<file path="config.mk">
export PLATFORM = sky130hd
export DESIGN_NAME = irport_ctrl
export DESIGN_NICKNAME = d
export VERILOG_FILES = /design/src/rtl/irp_pkg.sv /design/src/rtl/irp_rx_fifo.sv /design/src/rtl/irp_status.sv /design/src/rtl/irp_tx.sv /design/src/rtl/irport_ctrl.sv
export SDC_FILE = /design/constraint.sdc
export NUM_CORES = 1
export LEC_CHECK = 0
export BUFFER_PORTS_ARGS = -buffer_cell sky130_fd_sc_hd__buf_2
export CORE_MARGIN = 3
export CORE_UTILIZATION = 45
export CTS_CLUSTER_SIZE = 30
export DETAILED_ROUTE_END_ITERATION = 10
export GPL_TIMING_DRIVEN = 0
export HOLD_SLACK_MARGIN = 0.02
export SLEW_MARGIN = 0
export SYNTH_ARGS = -nofsm -noshare
export SYNTH_HDL_FRONTEND = slang
export SYNTH_SLANG_ARGS = --single-unit
</file>
<file path="constraint.sdc">
create_clock -name clk -period 6.38 [get_ports clk]
set_clock_uncertainty 0.05 [all_clocks]
set_input_delay 0.319 -clock clk [delete_from_list [all_inputs] [get_ports clk]]
set_output_delay 0.319 -clock clk [all_outputs]
set_load 0.05 [all_outputs]
</file>
<file path="src/rtl/irp_pkg.sv">
package irp_pkg;
  localparam int BYTE_W = 8;

  // register offsets
  localparam logic [7:0] OFF_CTRL0 = 8'h00;
  localparam logic [7:0] OFF_CTRL1 = 8'h04;
  localparam logic [7:0] OFF_CTRL2 = 8'h08;
  localparam logic [7:0] OFF_DATA  = 8'h0C;
  localparam logic [7:0] OFF_STAT0 = 8'h14;
  localparam logic [7:0] OFF_STAT1 = 8'h18;
  localparam logic [7:0] OFF_OCC   = 8'h1C;

  // control 0 bits
  localparam int C0_IEN = 0;
  localparam int C0_TUS = 2;
  localparam int C0_TXE = 3;
  localparam int C0_RXE = 4;

  // control 2 bits
  localparam int C2_TXP = 2;
  localparam int C2_RXP = 3;
  localparam logic [7:0] C2_KEEP = 8'h3F;

  // status 0 bits
  localparam int S0_DAV = 0;  // byte stored
  localparam int S0_TUR = 1;  // data read on empty buffer
  localparam int S0_OVR = 2;  // receive overrun
  localparam int S0_TSR = 3;  // transmit service level
  localparam int S0_RSR = 4;  // receive service level
  localparam int S0_EOC = 6;

  // status 1 bits
  localparam int S1_TNF = 3;
  localparam int S1_EOF = 4;
  localparam int S1_ROR = 6;

  localparam logic [7:0] S0_W1C_MASK   = 8'h66;
  localparam logic [7:0] S0_RDCLR_MASK = 8'h01;
  localparam logic [7:0] S0_LEVEL_MASK = 8'h18;
  localparam logic [7:0] S0_IRQ_MASK   = 8'h25;
  localparam logic [7:0] S1_RDCLR_MASK = 8'h72;
  localparam logic [7:0] S1_FIXED_ONE  = 8'h08;
endpackage

</file>
<file path="src/rtl/irp_rx_fifo.sv">
module irp_rx_fifo #(
  parameter int DEPTH = 64,
  parameter int W     = 8,
  localparam int PTR_W = $clog2(DEPTH),
  localparam int CNT_W = PTR_W + 1
) (
  input  logic             clk,
  input  logic             rst_n,
  input  logic             flush_i,
  input  logic             push_i,
  input  logic [W-1:0]     push_data_i,
  input  logic             pop_i,
  output logic [W-1:0]     head_o,
  output logic [CNT_W-1:0] count_o,
  output logic [CNT_W-1:0] count_nxt_o,
  output logic             full_o,
  output logic             empty_o
);
  // DEPTH must be a power of two: pointers wrap by truncation.
  logic [W-1:0]     mem [DEPTH];
  logic [PTR_W-1:0] rd_q, rd_nxt, wr_ptr;
  logic [CNT_W-1:0] cnt_q, cnt_nxt;
  logic             do_push, do_pop;

  assign wr_ptr  = rd_q + cnt_q[PTR_W-1:0];
  assign full_o  = (cnt_q == CNT_W'(DEPTH));
  assign empty_o = (cnt_q == '0);
  assign do_push = push_i & ~full_o & ~flush_i;
  assign do_pop  = pop_i & ~empty_o & ~flush_i;
  assign head_o  = mem[rd_q];
  assign count_o = cnt_q;
  assign count_nxt_o = cnt_nxt;

  always_comb begin
    rd_nxt  = rd_q;
    cnt_nxt = cnt_q;
    if (flush_i) begin
      rd_nxt  = '0;
      cnt_nxt = '0;
    end else begin
      if (do_pop) rd_nxt = rd_q + PTR_W'(1);
      cnt_nxt = cnt_q + CNT_W'(do_push) - CNT_W'(do_pop);
    end
  end

  always_ff @(posedge clk or negedge rst_n) begin
    if (!rst_n) begin
      rd_q  <= '0;
      cnt_q <= '0;
    end else begin
      rd_q  <= rd_nxt;
      cnt_q <= cnt_nxt;
    end
  end

  // storage has no reset; only the entry under the write pointer is enabled
  for (genvar g = 0; g < DEPTH; g++) begin : g_entry
    always_ff @(posedge clk) begin
      if (do_push && (wr_ptr == PTR_W'(g))) mem[g] <= push_data_i;
    end
  end
endmodule

</file>
<file path="src/rtl/irp_status.sv">
module irp_status
  import irp_pkg::*;
(
  input  logic              clk,
  input  logic              rst_n,
  input  logic              ien_nxt_i,
  input  logic              tus_nxt_i,
  input  logic              txe_nxt_i,
  input  logic              rxe_nxt_i,
  input  logic              fifo_has_nxt_i,
  input  logic              evt_store_i,
  input  logic              evt_under_i,
  input  logic              evt_drop_i,
  input  logic              evt_rx_i,
  input  logic              data_rd_i,
  input  logic              s0_wr_i,
  input  logic [BYTE_W-1:0] wdata_i,
  output logic [BYTE_W-1:0] s0_o,
  output logic [BYTE_W-1:0] s1_o,
  output logic              irq_o,
  output logic              dma_rx_o,
  output logic              dma_tx_o
);
  logic [BYTE_W-1:0] s0_q, s0_nxt, s1_q, s1_nxt;
  logic [BYTE_W-1:0] set0, clr0, lvl0, set1, clr1;
  logic              irq_q, irq_nxt, drx_q, dtx_q;

  always_comb begin
    set0 = '0;
    set0[S0_DAV] = evt_store_i;
    set0[S0_TUR] = evt_under_i;
    set0[S0_OVR] = evt_drop_i;
    lvl0 = '0;
    lvl0[S0_TSR] = ien_nxt_i & txe_nxt_i;
    lvl0[S0_RSR] = ien_nxt_i & rxe_nxt_i & fifo_has_nxt_i;
    clr0 = (s0_wr_i ? (wdata_i & S0_W1C_MASK) : '0)
         | (data_rd_i ? S0_RDCLR_MASK : '0);
    // set wins over a clear in the same cycle
    if (ien_nxt_i) s0_nxt = (s0_q & ~clr0 & ~S0_LEVEL_MASK) | set0 | lvl0;
    else           s0_nxt = '0;

    set1 = '0;
    set1[S1_EOF] = evt_rx_i;
    set1[S1_ROR] = evt_drop_i;
    clr1 = data_rd_i ? S1_RDCLR_MASK : '0;
    s1_nxt = (s1_q & ~clr1) | set1;

    irq_nxt = ien_nxt_i & (s0_nxt[S0_EOC]
                         | (tus_nxt_i & s0_nxt[S0_TUR])
                         | (|(s0_nxt & S0_IRQ_MASK)));
  end

  always_ff @(posedge clk or negedge rst_n) begin
    if (!rst_n) begin
      s0_q  <= '0;
      s1_q  <= '0;
      irq_q <= 1'b0;
      drx_q <= 1'b0;
      dtx_q <= 1'b0;
    end else begin
      s0_q  <= s0_nxt;
      s1_q  <= s1_nxt;
      irq_q <= irq_nxt;
      drx_q <= s0_nxt[S0_RSR];
      dtx_q <= s0_nxt[S0_TSR];
    end
  end

  assign s0_o     = s0_q;
  assign s1_o     = s1_q | S1_FIXED_ONE;
  assign irq_o    = irq_q;
  assign dma_rx_o = drx_q;
  assign dma_tx_o = dtx_q;
endmodule

</file>
<file path="src/rtl/irp_tx.sv">
module irp_tx
  import irp_pkg::*;
(
  input  logic              clk,
  input  logic              rst_n,
  input  logic              send_i,
  input  logic [BYTE_W-1:0] wdata_i,
  input  logic              ien_i,
  input  logic              txe_i,
  input  logic              txp_i,
  output logic              tx_valid_o,
  output logic [BYTE_W-1:0] tx_data_o
);
  logic              v_q, v_nxt;
  logic [BYTE_W-1:0] d_q, d_nxt;

  always_comb begin
    v_nxt = send_i & ien_i & txe_i;
    d_nxt = d_q;
    if (v_nxt) d_nxt = txp_i ? wdata_i : ~wdata_i;
  end

  always_ff @(posedge clk or negedge rst_n) begin
    if (!rst_n) begin
      v_q <= 1'b0;
      d_q <= '0;
    end else begin
      v_q <= v_nxt;
      d_q <= d_nxt;
    end
  end

  assign tx_valid_o = v_q;
  assign tx_data_o  = d_q;
endmodule

</file>
<file path="src/rtl/irport_ctrl.sv">
module irport_ctrl
  import irp_pkg::*;
#(
  parameter int ADDR_W = 6,
  parameter int DEPTH  = 64,
  localparam int CNT_W = $clog2(DEPTH) + 1
) (
  input  logic              clk,
  input  logic              rst_n,
  input  logic              acc_en,
  input  logic              acc_wr,
  input  logic [ADDR_W-1:0] acc_addr,
  input  logic [7:0]        acc_wdata,
  output logic [7:0]        acc_rdata,
  input  logic              rx_valid,
  input  logic [7:0]        rx_data,
  output logic              rx_ready,
  output logic              tx_valid,
  output logic [7:0]        tx_data,
  output logic              irq,
  output logic              dma_rx_req,
  output logic              dma_tx_req
);
  // reset: asynchronous assert, synchronous release
  logic [1:0] rst_pipe;
  logic       rst_int_n;
  always_ff @(posedge clk or negedge rst_n) begin
    if (!rst_n) rst_pipe <= 2'b00;
    else        rst_pipe <= {rst_pipe[0], 1'b1};
  end
  assign rst_int_n = rst_pipe[1];

  // address decode
  logic wr_hit, rd_hit;
  logic sel_c0, sel_c1, sel_c2, sel_data, sel_s0;
  assign wr_hit   = acc_en & acc_wr;
  assign rd_hit   = acc_en & ~acc_wr;
  assign sel_c0   = (acc_addr == ADDR_W'(OFF_CTRL0));
  assign sel_c1   = (acc_addr == ADDR_W'(OFF_CTRL1));
  assign sel_c2   = (acc_addr == ADDR_W'(OFF_CTRL2));
  assign sel_data = (acc_addr == ADDR_W'(OFF_DATA));
  assign sel_s0   = (acc_addr == ADDR_W'(OFF_STAT0));

  // control registers
  logic [7:0] ctrl0_q, ctrl0_nxt, ctrl1_q, ctrl1_nxt, ctrl2_q, ctrl2_nxt;
  always_comb begin
    ctrl0_nxt = ctrl0_q;
    ctrl1_nxt = ctrl1_q;
    ctrl2_nxt = ctrl2_q;
    if (wr_hit && sel_c0) ctrl0_nxt = acc_wdata;
    if (wr_hit && sel_c1) ctrl1_nxt = acc_wdata;
    if (wr_hit && sel_c2) ctrl2_nxt = acc_wdata & C2_KEEP;
  end

  always_ff @(posedge clk or negedge rst_int_n) begin
    if (!rst_int_n) begin
      ctrl0_q <= '0;
      ctrl1_q <= '0;
      ctrl2_q <= '0;
    end else begin
      ctrl0_q <= ctrl0_nxt;
      ctrl1_q <= ctrl1_nxt;
      ctrl2_q <= ctrl2_nxt;
    end
  end

  // receive path
  logic             rxe, flush, rx_offer, push, pop, data_rd, under, drop;
  logic             fifo_full, fifo_empty;
  logic [7:0]       store_byte, fifo_head;
  logic [CNT_W-1:0] fifo_cnt, fifo_cnt_nxt;

  assign rxe        = ctrl0_q[C0_RXE];
  assign flush      = wr_hit & sel_c0 & ~acc_wdata[C0_RXE];
  assign rx_offer   = rx_valid & rxe;
  assign rx_ready   = rxe & ~fifo_full & ~flush;
  assign push       = rx_offer & rx_ready;
  assign drop       = rx_offer & fifo_full;
  assign store_byte = ctrl2_q[C2_RXP] ? rx_data : ~rx_data;
  assign data_rd    = rd_hit & sel_data;
  assign pop        = data_rd & ~fifo_empty;
  assign under      = data_rd & fifo_empty;

  irp_rx_fifo #(.DEPTH(DEPTH), .W(BYTE_W)) i_fifo (
    .clk         (clk),
    .rst_n       (rst_int_n),
    .flush_i     (flush),
    .push_i      (push),
    .push_data_i (store_byte),
    .pop_i       (pop),
    .head_o      (fifo_head),
    .count_o     (fifo_cnt),
    .count_nxt_o (fifo_cnt_nxt),
    .full_o      (fifo_full),
    .empty_o     (fifo_empty)
  );

  // status and request outputs
  logic [7:0] s0_val, s1_val;
  irp_status i_status (
    .clk            (clk),
    .rst_n          (rst_int_n),
    .ien_nxt_i      (ctrl0_nxt[C0_IEN]),
    .tus_nxt_i      (ctrl0_nxt[C0_TUS]),
    .txe_nxt_i      (ctrl0_nxt[C0_TXE]),
    .rxe_nxt_i      (ctrl0_nxt[C0_RXE]),
    .fifo_has_nxt_i (fifo_cnt_nxt != '0),
    .evt_store_i    (push),
    .evt_under_i    (under),
    .evt_drop_i     (drop),
    .evt_rx_i       (rx_offer),
    .data_rd_i      (data_rd),
    .s0_wr_i        (wr_hit & sel_s0),
    .wdata_i        (acc_wdata),
    .s0_o           (s0_val),
    .s1_o           (s1_val),
    .irq_o          (irq),
    .dma_rx_o       (dma_rx_req),
    .dma_tx_o       (dma_tx_req)
  );

  // transmit path
  irp_tx i_tx (
    .clk        (clk),
    .rst_n      (rst_int_n),
    .send_i     (wr_hit & sel_data),
    .wdata_i    (acc_wdata),
    .ien_i      (ctrl0_q[C0_IEN]),
    .txe_i      (ctrl0_q[C0_TXE]),
    .txp_i      (ctrl2_q[C2_TXP]),
    .tx_valid_o (tx_valid),
    .tx_data_o  (tx_data)
  );

  // read mux
  always_comb begin
    case (acc_addr)
      ADDR_W'(OFF_CTRL0): acc_rdata = ctrl0_q;
      ADDR_W'(OFF_CTRL1): acc_rdata = ctrl1_q;
      ADDR_W'(OFF_CTRL2): acc_rdata = ctrl2_q;
      ADDR_W'(OFF_DATA):  acc_rdata = fifo_empty ? 8'h00 : fifo_head;
      ADDR_W'(OFF_STAT0): acc_rdata = s0_val;
      ADDR_W'(OFF_STAT1): acc_rdata = s1_val;
      ADDR_W'(OFF_OCC):   acc_rdata = 8'(fifo_cnt);
      default:            acc_rdata = 8'h00;
    endcase
  end
endmodule

</file>
==> metrics.txt, run 1 <==
post-DR wirelength/cell=28.8 um; Placer Congestion=0.962; Final Hold Vio Count=0; Synth-to-Final Area Change=14.5%; Post-Synth XOR/XNOR Area=1.21%; unrepaired setup endpoints after global routing=no; critical path fanouts, max=10; hold endpoint=i_fifo.mem[30][1]; design area=0.0265 mm2; register area share after synthesis=72.7%; async set-reset flop share out of synthesis=10.2%; area of the multi-input gates=0.00597 mm2; critical path class=reg -> out; P per Cell Area=339 mW/mm2; Post-Syn Nets=1317; Simple-Gate Fraction of Synth Area=4.60%; Synth Cell Area=0.0231 mm2; largest net degree at the start of global routing=36; Via Count=12600; number of clock sinks=570; number of global-route vias before repair=12800; leakage=8.80 nW; first-pass GRT wire length=89.2 mm; WL final=61.5 mm; startpoint types=flip-flop; fin. max-slew vios=0; Adder-Cell Fraction of Synth Area=0.984%; Reg-to-Reg Start=i_fifo.count_o[3]; synth warn=0; FF-to-FF End=i_status.s0_o[4]; Iter 0 DRT Violations=1238; Netlist cell types=67; Compound-Gate Fraction of Synth Area=4.25%; Main synth FF type=edfxtp_1; CTS buffer count=57; status=finished clean; Reg area=0.0168 mm2; H-tree levels=2; Worst-Skew Late Latency=630 ps; EDFF count, synth=512; cells after synthesis=1273; Max clock buf depth=3; Hold Crit Class=in -> reg; initial antenna violation count=0; Tcrit/Tclk final=70.6%; hold path cells=2; min Tclk post-route=4510 ps; Post-DRT Antenna Nets=0; gr usage total=23.2%; Avg Vias per Cell=5.91; worst hold start=rx_data[1]; Max-cap violations=0; DIE WIDTH=233 um; fmax=222 MHz; fraction of layout cells with a size suffix above 1=22.9%; final setup fails=0; r2r worst-path depth=14; Final TNS setup=0 ps; Initial Util=45.8%; Seq cells post-synth=570; post-layout util=52.5%; cts repair resizes=0; die area=0.0542 mm2; Filler cells=4128; Die Y=233 um; Peak VDD IR=0.247 mV; final-stage net count=1458; Root Buffer Master=clkbuf_16; Avg Inst Size Synth=18.2 um2; WP data required=6010 ps; TritonCTS clock tree=yes; area post-placement=0.0246 mm2; TritonRoute pass-1 iters=5; mux cell area share after synthesis=14.5%; Pwr Total=8.98 mW; total congestion overflow=0; DRC=0; largest family of logic cells by synthesized area=multiplexers; Max transition margin=20.1%; Rows=82; DPL Wire Length=42.2 mm; worst-margin pin slew=1200 ps; Diodes inserted=0; reg-to-reg setup timing slack=2550 ps; core area=0.0505 mm2; I/O pins=48; Clock Pin Slew Worst Setup and Hold Paths=60 ps; IO Port Bufs=46; Worst setup EP type=output port; CP arrival=4140 ps
==> cell type report <==
| class | count | share of cell area (%) |
|---|---|---|
| sequential | 570 | 63.5 |
| clock inverter | 33 | 0.978 |
| buffer | 65 | 1.24 |
| multi-input combinational | 619 | 22.5 |
| inverter | 19 | 0.269 |
| timing repair buffer | 82 | 2.62 |
| tap | 672 | 3.17 |
| clock buffer | 72 | 5.68 |
==> power breakdown <==
part           internal [mW]  total (mW)  leakage, nW  switching (mW)
logic                  0.472        1.35         2.57           0.874
clock network           1.79        3.22        0.862            1.43
registers               4.34        4.42         5.37          0.0807
total                   6.60        8.98         8.80            2.38
==> per-stage QoR <==
stage / setup WS [ps] / std cells / hold slack (ps)
2_1_floorplan: 3040 / 1273 / -26.6
3_3_place_gp: 163 / 1991 / 54.3
3_5_place_dp: 2540 / 2015 / 63.2
4_1_cts: 1870 / 2132 / 116
5_1_grt: 1740 / 2132 / 141
6_report: 1870 / 2132 / 131
==> cell usage after synthesis, types with 2 or more instances <==
master | count | share of area, %
edfxtp_1 | 512 | 66
mux4_2 | 97 | 9.4
nor2_1 | 97 | 1.6
mux2i_1 | 79 | 3.4
dfrtp_1 | 58 | 6.3
nand2_1 | 48 | 0.78
mux2_2 | 31 | 1.5
clkbuf_1 | 29 | 0.47
a21oi_1 | 26 | 0.56
xnor2_1 | 26 | 0.98
a22oi_1 | 21 | 0.68
nand3_1 | 21 | 0.45
buf_2 | 19 | 0.41
o21ai_0 | 19 | 0.41
inv_1 | 17 | 0.28
ha_1 | 15 | 0.81
o221ai_1 | 15 | 0.57
a211oi_1 | 14 | 0.45
buf_4 | 14 | 0.45
o22ai_1 | 14 | 0.38
nor2b_1 | 8 | 0.22
a222oi_1 | 7 | 0.30
nand4_1 | 7 | 0.19
xor2_1 | 6 | 0.23
a31oi_1 | 5 | 0.14
nand2b_1 | 5 | 0.14
a21o_1 | 4 | 0.13
and2_1 | 4 | 0.11
nor3_1 | 4 | 0.087
nand3b_1 | 3 | 0.097
or3_1 | 3 | 0.081
a22o_1 | 2 | 0.076
a32oi_1 | 2 | 0.076
and4_1 | 2 | 0.076
fa_1 | 2 | 0.17
inv_2 | 2 | 0.032
nand2_2 | 2 | 0.054
o211ai_1 | 2 | 0.065
o21bai_1 | 2 | 0.065
or4b_2 | 2 | 0.087
==> cell usage in the layout (no fill, tap or decap), types with 18 or more instances in the layout <==
cell type / Yosys / layout
mux2i_1: 79 / 79
nand3_1: 21 / 21
a22oi_1: 21 / 21
buf_2: 19 / 65
o21ai_0: 19 / 19
nand2_1: 48 / 48
clkbuf_1: 29 / 43
edfxtp_1: 512 / 512
dfrtp_1: 58 / 57
clkbuf_16: 0 / 58
mux2_2: 31 / 31
xnor2_1: 26 / 18
a21oi_1: 26 / 26
nor2_1: 97 / 97
mux4_2: 97 / 97
==> metal layers <==
layer / vias to the layer above / global-route usage (%) / share of wire (%)
li1: 5380 / - / -
met1: 6583 / 33.1 / 43
met2: 525 / 35.4 / 46
met3: 105 / 5.63 / 8.1
met4: 2 / 7.31 / 2.6
met5: - / 1.10 / 0.12
==> kinds of logic after synthesis <==
logic type | Yosys count
AND/OR/NAND/NOR | 221
XOR/XNOR | 32
buffers and inverters | 84
flip-flops | 570
adder cells (fa/ha/maj) | 17
other | 1
AO/OA/AOI/OAI | 140
multiplexers | 208
==> worst max-delay path by stage <==
stage | end | slack (ps) | start | depth (start not counted)
after floorplan | i_status.s0_o[4] | 3040 | i_fifo.count_o[2] | 14
after global placement | i_fifo.mem[32][5] | 160 | ctrl2_q[3] | 2
after detailed placement | acc_rdata[1] | 2540 | i_fifo.rd_q[1] | 9
after CTS | acc_rdata[1] | 1870 | i_fifo.rd_q[1] | 9
after global routing | acc_rdata[1] | 1740 | i_fifo.rd_q[1] | 9
final | acc_rdata[1] | 1870 | i_fifo.rd_q[1] | 9
==> state kept, by name, summed over array words and instances, names as in the netlist <==
name	flops
ctrl1_q	8
rst_pipe	2
i_fifo.rd_q	6
ctrl0_q	8
ctrl2_q	6
i_fifo.count_o	7
i_tx.tx_valid_o	1
i_status.s0_o	7
i_fifo.mem	512
i_tx.tx_data_o	8
i_status.s1_q	4
i_status.irq_o	1
==> worst max-delay path, stage by stage, from the launching register on <==
cell and delay (ps):
dfrtp_1 420, buf_2 220, clkbuf_1 520, buf_2 560, mux4_2 390, a22oi_1 410
nand2_1 100, a31oi_1 400, o31ai_1 210, buf_2 260
==> repair_timing <==
item,in CTS,in global routing
endpoints found under the setup margin,0,0
hold buffers,12,0
buffers inserted,0,0
endpoints found under the hold margin,26,0
(Power assumes the default switching activity.)
==> run 2: changes to the inputs <==
Settings changed: ABC_AREA from default to 1.
Clock period 6.38 ns to 4.3 ns, I/O delays scaled along.
==> metrics.txt, run 2 <==
WL final=72.8 mm (+18%); Compound-Gate Fraction of Synth Area=3.20% (-1.1 points); number of clock sinks=570 (unchanged); Reg-to-Reg Start=i_fifo.count_o[0]; I/O pins=48 (unchanged); Max-cap violations=0 (unchanged); Simple-Gate Fraction of Synth Area=22.0% (+17 points); core area=0.0543 mm2 (+7.7%); Avg Inst Size Synth=10.3 um2 (-43%); Iter 0 DRT Violations=1793 (+45%); top-count cell post-synth=nand2_1; switching part of the total=33.8% (+7.3 points); Max clock buf depth=3 (unchanged); Post-Synth XOR/XNOR Area=0.701% (-0.51 points); CP arrival=3840 ps (-300 ps); IO Port Bufs=47 (+2.2%); r2r worst-path depth=8 (-6); TritonCTS clock tree=yes; cells after synthesis=2424 (+90%); Clock Pin Slew Worst Setup and Hold Paths=60 ps (about the same); Filler cells=4870 (+18%); worst path cell trace=inv_2 -> buf_2 -> buf_1 -> nand3_1 -> nand3_1 -> nand3_1 -> nand2_1 -> nand3_1 -> nand2_1 -> nand2_1 -> nand2_1 -> buf_2; post-DR wirelength/cell=21.6 um (-25%); Yosys top cell area share=61.6% (-4.9 points); status=finished clean; Peak VDD IR=0.362 mV (+46%); Tcrit/Tclk final=95.5%; DRC=0 (unchanged); Internal Pwr Total=10.6 mW (+60%); CTS buffer count=59 (+3.5%); final hold slack=46.1 ps (-84.7 ps); Avg Vias per Cell=5.28 (-11%); async set-reset flop share out of synthesis=10.2% (unchanged); synth warn=0 (unchanged); Rows=85 (+3.7%); Netlist cell types=45 (-33%); Placer Congestion=0.912 (-5.3%); Final TNS setup=0 ps (unchanged); combinational share of power=26.4% (+11 points); fmax=243 MHz; worst hold start=rx_data[7]; Post-DRT Antenna Nets=0 (unchanged); Main synth FF type=edfxtp_1; largest family of logic cells by synthesized area=simple AND/OR/NAND/NOR gates; TritonRoute pass-1 iters=6 (+1); Via Count=17800 (+41%); Root Buffer Master=clkbuf_16; cts repair resizes=0 (unchanged); area of the multi-input gates=0.00676 mm2 (+13%); Final Hold Vio Count=0 (unchanged); min Tclk post-route=4110 ps; Diodes inserted=0 (unchanged); Reg area=0.0168 mm2 (unchanged); fin. max-slew vios=0 (unchanged); Worst-Skew Late Latency=630 ps (about the same); H-tree levels=2 (unchanged); Synth Cell Area=0.0250 mm2 (+8.0%); commonest cells after routing, fill and taps aside=819 x nand2_1, 512 x edfxtp_1, 293 x nand3_1; mux cell area share after synthesis=0% (-14 points); first-pass GRT wire length=107 mm (+20%); Buf/Inv on CP=4 (unchanged); most common cell after layout, fill and taps aside=nand2_1; critical path fanouts, max=10 (unchanged); DPL Wire Length=53.8 mm (+28%); total congestion overflow=0 (unchanged); final-stage net count=2620 (+80%); Synth-to-Final Area Change=14.9%; Net Sw Power=5.40 mW (+130%); clock share of power=31.5% (-4.3 points); Crit path max-delay family=buffers and inverters; Adder-Cell Fraction of Synth Area=0.912% (-0.073 points); die area=0.0584 mm2 (+7.8%); initial antenna violation count=0 (unchanged); largest area contributor in the netlist=edfxtp_1; EDFF count, synth=512 (unchanged); startpoint types=flip-flop; critical path depth=12 (+3); slowest CP cell=buf_1; FF-to-FF End=i_fifo.mem[44][2]; largest net degree at the start of global routing=35 (-2.8%); worst-margin pin slew=1030 ps (-169 ps); max reg flops=512 (unchanged); register area share after synthesis=67.4% (-5.4 points); final setup fails=0 (unchanged); Seq pwr share=42.1% (-7.1 points); Setup crit end=acc_rdata[7]; reg-to-reg setup timing slack=620 ps (-1930 ps); gr usage total=24.7% (+1.5 points); Largest Register=i_fifo.mem; Worst path max stage delay=660 ps (+100 ps); WP data required=4030 ps (-1980 ps); Die Y=242 um (+3.8%); critical path class=reg -> out; Initial Util=46.0% (+0.13 points); unrepaired setup endpoints after global routing=no; number of global-route vias before repair=17100 (+33%); Worst setup startpoint=i_fifo.rd_q[1]; Commonest cells post-synth=819 x nand2_1, 512 x edfxtp_1, 293 x nand3_1, 231 x inv_1, 177 x nor2_1; Synth area leaders=edfxtp_1 62%, nand2_1 12%, nand3_1 5.9%, dfrtp_1 5.8%, inv_1 3.5%; P per Cell Area=557 mW/mm2 (+64%); leakage=11.7 nW (+33%); DIE WIDTH=242 um (+3.8%); fraction of layout cells with a size suffix above 1=10.0% (-13 points); Post-Syn Nets=2468 (+87%); Worst setup EP type=output port; Max transition margin=31.4% (+11 points); Hold Crit Class=in -> reg; Seq cells post-synth=570 (unchanged); postcts setup bufs=0 (unchanged)
## run 2: cell count changes after synthesis, moves of 17 or more
| cell | previous run | this run |
|---|---|---|
| mux4_2 | 97 | 0 |
| a22oi_1 | 21 | 2 |
| nand2_1 | 48 | 819 |
| a21oi_1 | 26 | 43 |
| buf_2 | 19 | 59 |
| o21ai_0 | 19 | 47 |
| inv_1 | 17 | 231 |
| mux2_2 | 31 | 0 |
| o211ai_1 | 2 | 25 |
| nand3_1 | 21 | 293 |
| mux2i_1 | 79 | 0 |
| nor2_1 | 97 | 177 |
## run 2: worst register-to-register path, stage by stage, from the launching register on
cell	delay (ps)
dfrtp_1	440
ha_1	270
fa_1	420
a21oi_1	190
o21bai_1	100
xnor2_1	250
nand3_1	380
clkbuf_1	400
nor2_1	800
## run 2: how the worst min path moves through the flow
stage | endpoint | slack [ps] | cells after the start
finish | i_fifo.mem[21][7] | 50 | 2
global route | i_fifo.mem[21][7] | 40 | 2
detailed placement | rst_pipe[0] | -50 | 1
floorplan | rst_pipe[0] | -130 | 0
CTS | i_fifo.mem[21][7] | 30 | 2
global placement | rst_pipe[0] | -50 | 1
## run 2: per-layer routing
layer / vias up / routed length (um) / GRT usage (%)
li1: 8345 / - / -
met1: 8542 / 30300 / 33.3
met2: 726 / 33600 / 39.8
met3: 149 / 5790 / 4.42
met4: 0 / 3080 / 10.3
met5: - / 0 / 0
## run 2: cells by family after synthesis
group	after synthesis
adders and majority gates	17
buffers and inverters	353
other	1
DFF	570
xor gates and xnor gates	20
AOI/OAI and AO/OA	138
and+or+nand+nor	1325
## run 2: area by class of cell
type,count,share of cell area (%)
Clock buffer,86,5.67
Inverter,237,3.11
Timing Repair Buffer,91,2.90
Clock inverter,26,0.942
Sequential cell,570,58.7
Buffer,116,1.93
Tap cell,739,3.22
Multi-Input combinational cell,1501,23.6
## run 2: what timing repair did
action,4_1_cts,5_1_grt
endpoints found under the setup margin,0,0
hold buffers,12,0
hold endpoints to repair,38,0
## run 2: through the flow
stage | std cells | power [mW] | cell area, um2 | setup WS (ps) | utilization (%)
2_1_floorplan | 2424 | 9.31 | 25000 | 1140 | -
3_3_place_gp | 3210 | 10.8 | 26100 | -2920 | 48.1
3_5_place_dp | 3242 | 11.0 | 26700 | 746 | 49.1
4_1_cts | 3366 | 16.0 | 28700 | 288 | 52.8
5_1_grt | 3366 | 16.7 | 28700 | 131 | 52.8
6_report | 3366 | 16.0 | 28700 | 191 | 52.8
## run 2: power by group through the flow
stage	combinational [mW]	clock [mW]	sequential, mW
finish	4.22	5.04	6.73
global route	4.56	5.33	6.76
CTS	4.15	5.11	6.73
detailed placement	4.12	0	6.84
global placement	3.92	0	6.91
floorplan	2.49	0	6.82
